File: config.mk
export PLATFORM = sky130hd
export DESIGN_NAME = dual_pipe_dispatch
export DESIGN_NICKNAME = d
export VERILOG_FILES = /design/src/rtl/dpd_pkg.sv /design/src/rtl/dpd_load_tracker.sv /design/src/rtl/dpd_pair_steer.sv /design/src/rtl/dual_pipe_dispatch.sv
export SDC_FILE = /design/constraint.sdc
export NUM_CORES = 1
export LEC_CHECK = 0
export CAP_MARGIN = 15
export CELL_PAD_IN_SITES_DETAIL_PLACEMENT = 1
export CELL_PAD_IN_SITES_GLOBAL_PLACEMENT = 2
export CORE_MARGIN = 5
export CORE_UTILIZATION = 18
export CTS_BUF_LIST = sky130_fd_sc_hd__clkbuf_4
export DETAILED_ROUTE_END_ITERATION = 10
export PLACE_DENSITY_LB_ADDON = 0.25
export SETUP_SLACK_MARGIN = 0.2
export SKIP_LAST_GASP = 1
export SYNTH_ARGS = -nofsm -noshare
export SYNTH_HDL_FRONTEND = slang
export SYNTH_SLANG_ARGS = --single-unit
File: constraint.sdc
create_clock -name clk -period 8.2 [get_ports clk]
set_clock_uncertainty 0.1 [all_clocks]
set_input_delay 1.64 -clock clk [delete_from_list [all_inputs] [get_ports clk]]
set_output_delay 1.64 -clock clk [all_outputs]
set_load 0.02 [all_outputs]
File: src/rtl/dpd_pkg.sv
package dpd_pkg;

  typedef enum logic [1:0] {
    CLS_SIMPLE = 2'd0,
    CLS_BRANCH = 2'd1,
    CLS_FLOAT  = 2'd2,
    CLS_EXCL   = 2'd3
  } iclass_e;

  typedef struct packed {
    logic x_en;        // slot 0 goes to X
    logic y_en;        // something goes to Y
    logic y_from_old;  // Y takes slot 0 (lone simple)
    logic take0;
    logic take1;
  } steer_t;

  localparam int NPIPE = 2;
  localparam int PIPE_X = 0;
  localparam int PIPE_Y = 1;

endpackage

File: src/rtl/dpd_load_tracker.sv
module dpd_load_tracker #(
  parameter int MAX = 7,
  parameter int CW  = 3
) (
  input  logic          clk,
  input  logic          rst_n,
  input  logic          inc,
  input  logic          dec,
  output logic [CW-1:0] cnt
);
  localparam logic [CW-1:0] CAP = CW'(MAX);

  always_ff @(posedge clk) begin
    if (!rst_n) begin
      cnt <= '0;
    end else if (inc && !dec) begin
      if (cnt != CAP) cnt <= cnt + 1'b1;
    end else if (dec && !inc) begin
      if (cnt != '0) cnt <= cnt - 1'b1;
    end
  end

  assert_load_cap_R7: assert property (@(posedge clk) disable iff (!rst_n)
    cnt <= CAP);
  assert_load_rise_R7: assert property (@(posedge clk) disable iff (!rst_n)
    (inc && !dec && cnt < CAP) |=> cnt == $past(cnt) + 1'b1);
  assert_load_fall_R7: assert property (@(posedge clk) disable iff (!rst_n)
    (dec && !inc && cnt != '0) |=> cnt == $past(cnt) - 1'b1);
  assert_load_hold_R7: assert property (@(posedge clk) disable iff (!rst_n)
    (inc == dec) |=> $stable(cnt));

endmodule

File: src/rtl/dpd_pair_steer.sv
module dpd_pair_steer
  import dpd_pkg::*;
(
  input  logic    v0,
  input  iclass_e c0,
  input  logic    v1,
  input  iclass_e c1,
  input  logic    x_rdy,
  input  logic    y_rdy,
  input  logic    y_lighter,
  output steer_t  st
);
  logic can_pair;

  // younger joins only as a simple op, never beside an exclusive one
  always_comb begin
    can_pair = v1 && (c1 == CLS_SIMPLE) && y_rdy && (c0 != CLS_EXCL);
  end

  always_comb begin
    st = '0;
    if (v0 && x_rdy) begin
      st.take0 = 1'b1;
      st.x_en  = 1'b1;
      if (can_pair) begin
        st.y_en  = 1'b1;
        st.take1 = 1'b1;
      end else if (c0 == CLS_SIMPLE && y_rdy && y_lighter) begin
        st.x_en       = 1'b0;
        st.y_en       = 1'b1;
        st.y_from_old = 1'b1;
      end
    end
  end

endmodule

File: src/rtl/dual_pipe_dispatch.sv
module dual_pipe_dispatch
  import dpd_pkg::*;
#(
  parameter int DATA_W   = 16,
  parameter int LOAD_MAX = 7
) (
  input  logic              clk,
  input  logic              rst_n,
  input  logic              in0_valid,
  input  logic [1:0]        in0_cls,
  input  logic              in0_multi,
  input  logic [DATA_W-1:0] in0_data,
  output logic              in0_ready,
  input  logic              in1_valid,
  input  logic [1:0]        in1_cls,
  input  logic              in1_multi,
  input  logic [DATA_W-1:0] in1_data,
  output logic              in1_ready,
  output logic              x_valid,
  input  logic              x_ready,
  output logic [1:0]        x_cls,
  output logic              x_multi,
  output logic [DATA_W-1:0] x_data,
  input  logic              x_done,
  output logic              y_valid,
  input  logic              y_ready,
  output logic [1:0]        y_cls,
  output logic              y_multi,
  output logic [DATA_W-1:0] y_data,
  input  logic              y_done
);
  localparam int CW = $clog2(LOAD_MAX + 1);

  steer_t           st;
  logic [CW-1:0]    load_q [NPIPE];
  logic [NPIPE-1:0] load_inc;
  logic [NPIPE-1:0] load_dec;
  logic             y_lighter;

  always_comb y_lighter = load_q[PIPE_Y] < load_q[PIPE_X];

  dpd_pair_steer u_steer (
    .v0        (in0_valid),
    .c0        (iclass_e'(in0_cls)),
    .v1        (in1_valid),
    .c1        (iclass_e'(in1_cls)),
    .x_rdy     (x_ready),
    .y_rdy     (y_ready),
    .y_lighter (y_lighter),
    .st        (st)
  );

  always_comb begin
    in0_ready = st.take0;
    in1_ready = st.take1;
    x_valid   = st.x_en;
    x_cls     = in0_cls;
    x_multi   = in0_multi;
    x_data    = in0_data;
    y_valid   = st.y_en;
    y_cls     = st.y_from_old ? in0_cls   : in1_cls;
    y_multi   = st.y_from_old ? in0_multi : in1_multi;
    y_data    = st.y_from_old ? in0_data  : in1_data;
  end

  always_comb begin
    load_inc[PIPE_X] = x_valid && x_ready && x_multi;
    load_inc[PIPE_Y] = y_valid && y_ready && y_multi;
    load_dec[PIPE_X] = x_done;
    load_dec[PIPE_Y] = y_done;
  end

  for (genvar p = 0; p < NPIPE; p++) begin : g_load
    dpd_load_tracker #(.MAX(LOAD_MAX), .CW(CW)) u_load (
      .clk   (clk),
      .rst_n (rst_n),
      .inc   (load_inc[p]),
      .dec   (load_dec[p]),
      .cnt   (load_q[p])
    );
  end

  assert_y_simple_only_R2: assert property (@(posedge clk) disable iff (!rst_n)
    y_valid |-> y_cls == CLS_SIMPLE);
  assert_excl_alone_R3: assert property (@(posedge clk) disable iff (!rst_n)
    (x_valid && x_cls == CLS_EXCL) |-> (!y_valid && !in1_ready));
  assert_x_stall_R8: assert property (@(posedge clk) disable iff (!rst_n)
    !x_ready |-> (!x_valid && !y_valid && !in0_ready && !in1_ready));
  assert_young_after_old_R9: assert property (@(posedge clk) disable iff (!rst_n)
    in1_ready |-> in0_ready);
  assert_pair_routing_R1: assert property (@(posedge clk) disable iff (!rst_n)
    in1_ready |-> (x_valid && y_valid && x_data == in0_data && y_data == in1_data));
  assert_issue_accepted_R8: assert property (@(posedge clk) disable iff (!rst_n)
    (x_valid || y_valid) |-> in0_ready);

endmodule

; Word level (Yosys, flattened, before mapping)
; Index checks and enable logic that the tools add are counted.
[word_totals]
ff_bits = 6
inputBits = 46
out_inout_bits = 42
elab_cells = 57
[op_classes]
addsub = 4
magnitude_cmp = 1
eq_ne = 5
n_mux = 17
reduce_logical = 28
[ops]
columns = operator, count
row1 = 2-to-1 mux 3 bit, 9
row2 = 2-to-1 mux 16 bit, 1
row3 = logical AND 1 bit, 14
row4 = nonzero test 2 bit, 4
row5 = "adder 3 x 1 -> 3 bit, second input constant", 2
row6 = "inequality test 2 bit, second input constant", 3
row7 = "inequality test 3 bit, second input constant", 2
row8 = AND reduction 3 bit, 2
row9 = nonzero test 3 bit, 2
row10 = "subtractor 3 x 1 -> 3 bit, second input constant", 2
row11 = 2-to-1 mux 1 bit, 5
row12 = 2-to-1 mux 5 bit, 1
row13 = zero test 1 bit, 4
row14 = zero test 2 bit, 2
row15 = < comparator 3 bit, 1
row16 = 2-to-1 mux 2 bit, 1

; Depth between registers and ports, before layout
; Gate-level depths: netlist of run 1.
[logic_depth]
depth_word = 12
mapped_depth = 11
depth_no_buf = 11

; By module
; Synthesis of run 1 repeated with hierarchy kept, for this count alone.
[unflattened]
hier_cells = 124
area_unflattened_um2 = 984.7
[by_module_without_submodules]
columns = mod, n_inst, cells_each, area_per_inst_um2, seq_area_each_um2
row1 = dpd_load_tracker, 2, 32, 235.2, 60.1
row2 = dual_pipe_dispatch, 1, 49, 447.9, 0.0
row3 = dpd_pair_steer, 1, 11, 66.3, 0.0

; Worst setup path before layout of run 1
; Ideal clock, no wire load.
[synth_path]
path_type = input -> output
startpoint = input port in0_cls[1]
endpoint = output port y_data[10]
t_arrival_ps = 2977
t_required_ps = 6460
slack_ps = 3483
path_stages = 5
path_buffers = 1
cell_sequence = nor4b_4 -> o211ai_4 -> nor3_4 -> buf_8 -> mux2_4
[synth_via]
elab_chain_cells = 7
elab_cells_between_ends = 9
classes_between = 1 x eq/ne / 4 x mux / 4 x reduce/logical
[synth_rtl]
columns = item, line_no
row1 = "start, declared", dual_pipe_dispatch.sv:10  ; input logic [1:0] in0_cls,
row2 = zero test 2 bit, dpd_pair_steer.sv:28  ; end else if (c0 == CLS_SIMPLE && y_rdy && y_lighter) begin
row3 = logical AND 1 bit (2 in a row), dpd_pair_steer.sv:28
row4 = 2-to-1 mux 3 bit, dpd_pair_steer.sv:28
row5 = 2-to-1 mux 1 bit (*), dpd_pair_steer.sv:25  ; if (can_pair) begin
row6 = 2-to-1 mux 5 bit (*), dpd_pair_steer.sv:22  ; if (v0 && x_rdy) begin
row7 = 2-to-1 mux 16 bit (*), dual_pipe_dispatch.sv:63  ; y_data = st.y_from_old ? in0_data : in1_data;
row8 = "end, declared", dual_pipe_dispatch.sv:29  ; output logic [DATA_W-1:0] y_data,
; Mark *: on every way between the ends. The rest lies on a longest branch, timed or not.

; Final worst setup path of run 1
[layout_path]
startpoint = input port in0_cls[1]
endpoint = output port y_data[4]
; The elaborated chain is that of the path after synthesis.

==> results.md, run 1 <==
- Cell internal pwr: 0.1474 mW
- DRT antenna net count: 0
- Vias per cell: 4.395
- Die height: 85.59 um
- Initial Utilization: 0.1856
- Post-Syn Nets: 167
- TritonCTS buffer count: 3
- Nets: 238
- Psw: 0.1144 mW
- RSZ-0062 raised after global routing: false
- Fin crit period: 6.103 ns
- WP data arrival: 4.36 ns
- Switching Fraction: 0.4370
- Top flop regs: g_load.u_load.cnt x6
- Post_cts resized: 0
- VDD IR max: 0.1100 mV
- Worst slew pin tran: 0.9693 ns
- Gr usage total: 0.09837
- Die X: 85.59 um
- CTS tree: yes
- Pre-antenna DRT Iters: 4
- Fin area: 0.001851 mm2
- Total die area: 0.007326 mm2
- Vias in the first global route: 1174
- First-pass GRT wire length: 5954 um
- Iter 0 DRT Violations: 15
- Status: finished, final reports clean
- I/O pin count: 88
- DP Area: 0.001828 mm2
- CP Launch Type: primary input
- Yosys cell types: 36
- Worst-skew pair later-pin latency: 0.24 ns
- Post-synthesis register bit count: 6
- P&R area growth vs syn: 79.93%
- Setup violators final: 0
- Warnings from Yosys: 0
- Synthesized area: 0.001028 mm2
- CORE AREA: 0.005540 mm2
- Hold_buf cts: 0
- Largest net degree at the start of global routing: 20
- Leak pwr: 0.7081 nW
- Gate power share: 0.669
- Layout cells sized above 1: 0.1344
- PwrDens: 141.5 mW/mm2
- Worst Path Max Fanout: 19
- Via count: 1134
- Max-Cap Viols: 0
- Final WL: 3736 um
- Kind of critical path: in -> out
- # diodes: 0
- DP HPWL: 3374 um
- Postcts setup bufs: 0
- Hold WC Path Type: reg -> reg
- Post-Syn Instances: 117
- Max reg flops: 6
- Fin Setup TNS: 0 ns
- Mean post-synth cell area: 8.790 um2
- Clock network power share: 0.101
- Hold Fails Final Rpt: 0
- Relative slew slack: 0.3517
- Fin. max-slew vios: 0
- CP Capture Type: primary output
- CP max stage cell: nor3_4
- Cells along the critical path: clkdlybuf4s50_1, nor4b_4, o211ai_4, nor3_4, mux2_2, clkdlybuf4s50_1
- Sequential fraction of design power: 0.230
- Grt ovf: 0
- CTS Root Cell: clkbuf_4
- Max H-tree Level: 1
- Number of remaining DRC errors: 0
- # rows: 27
- Worst-path clk slew: 0.04 ns
- CTS Sinks: 6
- Most common cell on crit path: clkdlybuf4s50_1
- Post-synthesis sequential area ratio: 0.1168
- Worst EP required: 6.46 ns
- Ratio of final minimum period to clock period: 0.7442
- RePlAce Congestion: 0.8158
- Max frequency: 163.9 MHz
- Number of port buffers: 87
- CTS max path bufs: 2
- Initial antenna violation count: 0
- Reg with most FFs: g_load.u_load.cnt
- CP peak stage delay: 0.76 ns
- Avg WL per Cell: 14.48 um
[layer usage]
metal  vias to the layer above  part of all wire  track usage
met5                         -                 0            0
met1                       530              0.40       0.1162
li1                        548                 -            -
met4                         0             0.012      0.02302
met3                         4             0.071      0.01729
met2                        52              0.51       0.1829
[cell usage in the layout, fill, tap and decap left out, drive strengths merged]
cell	instances
a2111oi	1
a211oi	1
a21boi	3
a21oi	4
a311oi	2
a31oi	2
and2	1
and3	1
and4bb	1
clkbuf	3
clkdlybuf4s50	87
dfxtp	6
fa	2
ha	2
inv	5
mux2	17
mux2i	6
nand2	11
nand2b	2
nand3	2
nand4bb	1
nor2	4
nor2b	4
nor3	4
nor3b	1
nor4b	2
o211a	1
o211ai	1
o21ai	6
o31ai	1
or2	1
or3	1
[Yosys cell counts, drive strengths merged]
master / n / area [um2]
nand3: 2 / 10.01
ha: 2 / 25.02
nand2b: 2 / 12.51
a2111oi: 1 / 8.760
nand4bb: 1 / 11.26
and2: 1 / 6.260
nor2b: 4 / 25.02
inv: 5 / 18.77
fa: 2 / 40.04
nor3: 4 / 31.28
nor2: 4 / 15.01
nor4b: 2 / 32.53
and3: 1 / 6.260
or2: 1 / 6.260
nand2: 11 / 41.29
nor3b: 1 / 7.510
o31ai: 1 / 7.510
buf: 21 / 161.4
a31oi: 2 / 12.51
o21ai: 6 / 30.03
or3: 1 / 6.260
o211a: 1 / 10.01
a311oi: 2 / 17.52
and4bb: 1 / 12.51
mux2: 17 / 221.5
dfxtp: 6 / 120.1
o211ai: 1 / 21.27
a21oi: 4 / 20.02
mux2i: 6 / 60.06
a211oi: 1 / 7.510
a21boi: 3 / 22.52
[worst max-delay path, delay by kind of cell]
| family | cells | cell delay, ns |
|---|---|---|
| mux | 1 | 0.42 |
| compound gates | 1 | 0.16 |
| buf+inv | 2 | 1.02 |
| simple gates | 2 | 1.11 |
[cell families after synthesis]
kind of cell | Yosys count | share of synthesized area
compound gates | 22 | 0.1533
flops | 6 | 0.1168
mux | 23 | 0.2737
simple gates | 36 | 0.2178
buf+inv | 26 | 0.1752
fa+ha+maj | 4 | 0.06326
[worst paths after layout]
check	slack (ns)	start	to	depth (start not counted)
setup / recovery	2.10	in0_cls[1]	y_data[4]	6
hold / removal	0.41	g_load[0].u_load.cnt[2]	g_load[0].u_load.cnt[2]	2
setup reg to reg	5.30	g_load[0].u_load.cnt[2]	g_load[0].u_load.cnt[2]	11
hold reg to reg	0.41	g_load[0].u_load.cnt[2]	g_load[0].u_load.cnt[2]	2
[power by group through the flow]
stage / Combinational [mW] / Clock [mW] / Sequential, mW
floorplan: 0.115 / 0 / 0.0555
global placement: 0.173 / 0 / 0.0599
detailed placement: 0.176 / 0 / 0.0611
CTS: 0.178 / 0.0287 / 0.0605
global route: 0.194 / 0.0304 / 0.0638
finish: 0.175 / 0.0264 / 0.0602
[layout make-up]
type | count | area, um2
flip-flops and latches | 6 | 120.1
multi-input cells | 85 | 728.2
repair buffers | 87 | 870.8
fillers | 665 | 3690
well taps | 72 | 90.09
clock buffers | 3 | 22.52
inverters | 5 | 18.77
[through the flow]
stage / setup slack [ns] / instances / total power [mW] / utilization / hold WS (ns)
2_1_floorplan: 3.483 / 117 / 0.1705 / - / 0.3613
3_3_place_gp: 2.057 / 255 / 0.2334 / 0.3299 / 0.3864
3_5_place_dp: 2.020 / 255 / 0.2375 / 0.3299 / 0.4014
4_1_cts: 2.024 / 258 / 0.2671 / 0.3340 / 0.4133
5_1_grt: 1.934 / 258 / 0.2884 / 0.3340 / 0.4538
6_report: 2.097 / 258 / 0.2619 / 0.3340 / 0.4068
No activity file was read; power rests on OpenSTA's default activity.
==> run 2, diff against run 1 <==
- CORE_UTILIZATION: 18 -> 16
- clock period: 8.2 -> 5.8 ns (I/O delays scaled with it)
==> run 2 against run 1 <==
Compared with the run above:
- combinational power grew 43%
- register-to-register slack lost 2.5 ns
- final cell count grew 2.3%
- final area grew 0.74%
- hold slack gained 0.0028 ns
- core utilization shrank 3.9 points
- total power grew 42%
- sequential power grew 42%
- routed wire length grew 5.8%
- count of clock-buffer cells in the layout is the same
- critical path depth grew 1
==> results.md, run 2 (synthesis gave the netlist of run 1 again) <==
- TritonCTS buffer count: 3 (unchanged)
- Kind of critical path: in -> out
- RePlAce Congestion: 0.8181 (+0.28%)
- # diodes: 0 (unchanged)
- CP Capture Type: primary output
- Top flop regs: g_load.u_load.cnt x6
- Gr usage total: 0.09482 (-0.003555)
- Vias in the first global route: 1149 (-2.1%)
- Leak pwr: 0.7136 nW (+0.77%)
- Max-Cap Viols: 0 (unchanged)
- RSZ-0062 raised after global routing: false
- Iter 0 DRT Violations: 17 (+2)
- Layout cells sized above 1: 0.1390 (+0.004629)
- Max reg flops: 6 (unchanged)
- Pwr Total: 0.3727 mW (+42%)
- Worst EP required: 4.54 ns (-1.92 ns)
- CTS max path bufs: 2 (unchanged)
- Worst Path Max Fanout: 19 (unchanged)
- Largest net degree at the start of global routing: 20 (unchanged)
- DRT antenna net count: 0 (unchanged)
- Worst-skew pair later-pin latency: 0.24 ns (about the same)
- VDD IR max: 0.1467 mV (+33%)
- Setup violators final: 0 (unchanged)
- Final Core Density: 0.2953 (-0.03873)
- CTS Root Cell: clkbuf_4
- Initial Utilization: 0.1629 (-0.02274)
- Commonest cells after routing, fill and taps aside: 87 x clkdlybuf4s50_1, 11 x nand2_1, 9 x mux2_2
- Hold Fails Final Rpt: 0 (unchanged)
- Status: finished, final reports clean
- CORE AREA: 0.006314 mm2 (+14%)
- Max frequency: 208.4 MHz
- Total die area: 0.008132 mm2 (+11%)
- CTS tree: yes
- Grt ovf: 0 (unchanged)
- Via count: 1137 (+0.26%)
- Hold WC Path Type: reg -> reg
- Postcts setup bufs: 0 (unchanged)
- WP data arrival: 3.54 ns (-0.82 ns)
- # rows: 29 (+7.4%)
- Avg WL per Cell: 14.97 um (+3.4%)
- Die height: 90.18 um (+5.4%)
- Number of instances in the placed design: 261 (+2.4%)
- Relative slew slack: 0.7349 (+0.3832)
- P&R area growth vs syn: 81.27%
- CTS Sinks: 6 (unchanged)
- Die X: 90.18 um (+5.4%)
- DP HPWL: 3510 um (+4.0%)
- Post_cts resized: 0 (unchanged)
- Pre-antenna DRT Iters: 4 (unchanged)
- Number of port buffers: 87 (unchanged)
- PwrDens: 199.9 mW/mm2 (+41%)
- DP Area: 0.001842 mm2 (+0.75%)
- First-pass GRT wire length: 6444 um (+8.2%)
- Fin. max-slew vios: 0 (unchanged)
- Fin crit period: 4.799 ns
- Max H-tree Level: 1 (unchanged)
- Fin area: 0.001864 mm2 (+0.74%)
- Worst slew pin tran: 0.3876 ns (-0.5817 ns)
- Hold_buf cts: 0 (unchanged)
- Nets: 239 (+0.42%)
- Post-route insts no fill: 264 (+2.3%)
- Most common cell after layout, fill and taps aside: clkdlybuf4s50_1
- I/O pin count: 88 (unchanged)
- Final WL: 3953 um (+5.8%)
- Vias per cell: 4.307 (-2.0%)
- Initial antenna violation count: 0 (unchanged)
- Number of remaining DRC errors: 0 (unchanged)
- Fin Setup TNS: 0 ns (unchanged)
- Reg with most FFs: g_load.u_load.cnt
- Worst-path clk slew: 0.04 ns (about the same)
- CP Launch Type: primary input
- Ratio of final minimum period to clock period: 0.8275
## run 2: changes by cell type in the layout (fill, tap and decap cells not counted)
cell / change
buf_4: +1
## run 2: critical path: stages
cell	delay, ns
clkdlybuf4s50_1	0.48
nor4b_4	0.35
o211ai_4	0.17
nor3_4	0.13
buf_4	0.30
mux2_2	0.37
clkdlybuf4s50_1	0.56
## run 2: path summary, 6_finish.rpt
path	cells past startpoint	to	start	slack [ns]
worst max-delay path	7	y_data[6]	in0_cls[1]	1.00
worst max register to register	11	g_load[0].u_load.cnt[2]	g_load[0].u_load.cnt[2]	2.83
worst min register to register	2	g_load[0].u_load.cnt[2]	g_load[0].u_load.cnt[2]	0.41
worst min-delay path	2	g_load[0].u_load.cnt[2]	g_load[0].u_load.cnt[2]	0.41
## run 2: power breakdown
| part | leakage, nW | total [mW] | switching [mW] | internal [mW] |
|---|---|---|---|---|
| clock network | 0.0138 | 0.0369 | 0.0136 | 0.0233 |
| registers | 0.0492 | 0.0857 | 0.0277 | 0.0579 |
| logic | 0.651 | 0.250 | 0.122 | 0.128 |
## run 2: layer usage
layer,part of all wire,global-route usage
met4,0.0028,0.01861
met5,0,0
met1,0.40,0.1101
met3,0.040,0.01419
met2,0.55,0.1817
## run 2: stage by stage
stage | setup WS [ns] | hold WS, ns
after floorplan | 2.043 | 0.3613
after global placement | 1.019 | 0.3859
after detailed placement | 0.9673 | 0.4078
after CTS | 0.9688 | 0.4201
after global routing | 0.8828 | 0.4648
final | 1.001 | 0.4096
## run 2: final cells by class
type / count / area [um2]
Fill cell: 736 / 4449
Timing Repair Buffer: 88 / 878.3
Multi-Input combinational cell: 85 / 728.2
Sequential cell: 6 / 120.1
Tap cell: 77 / 96.34
Clock buffer: 3 / 22.52
Inverter: 5 / 18.77
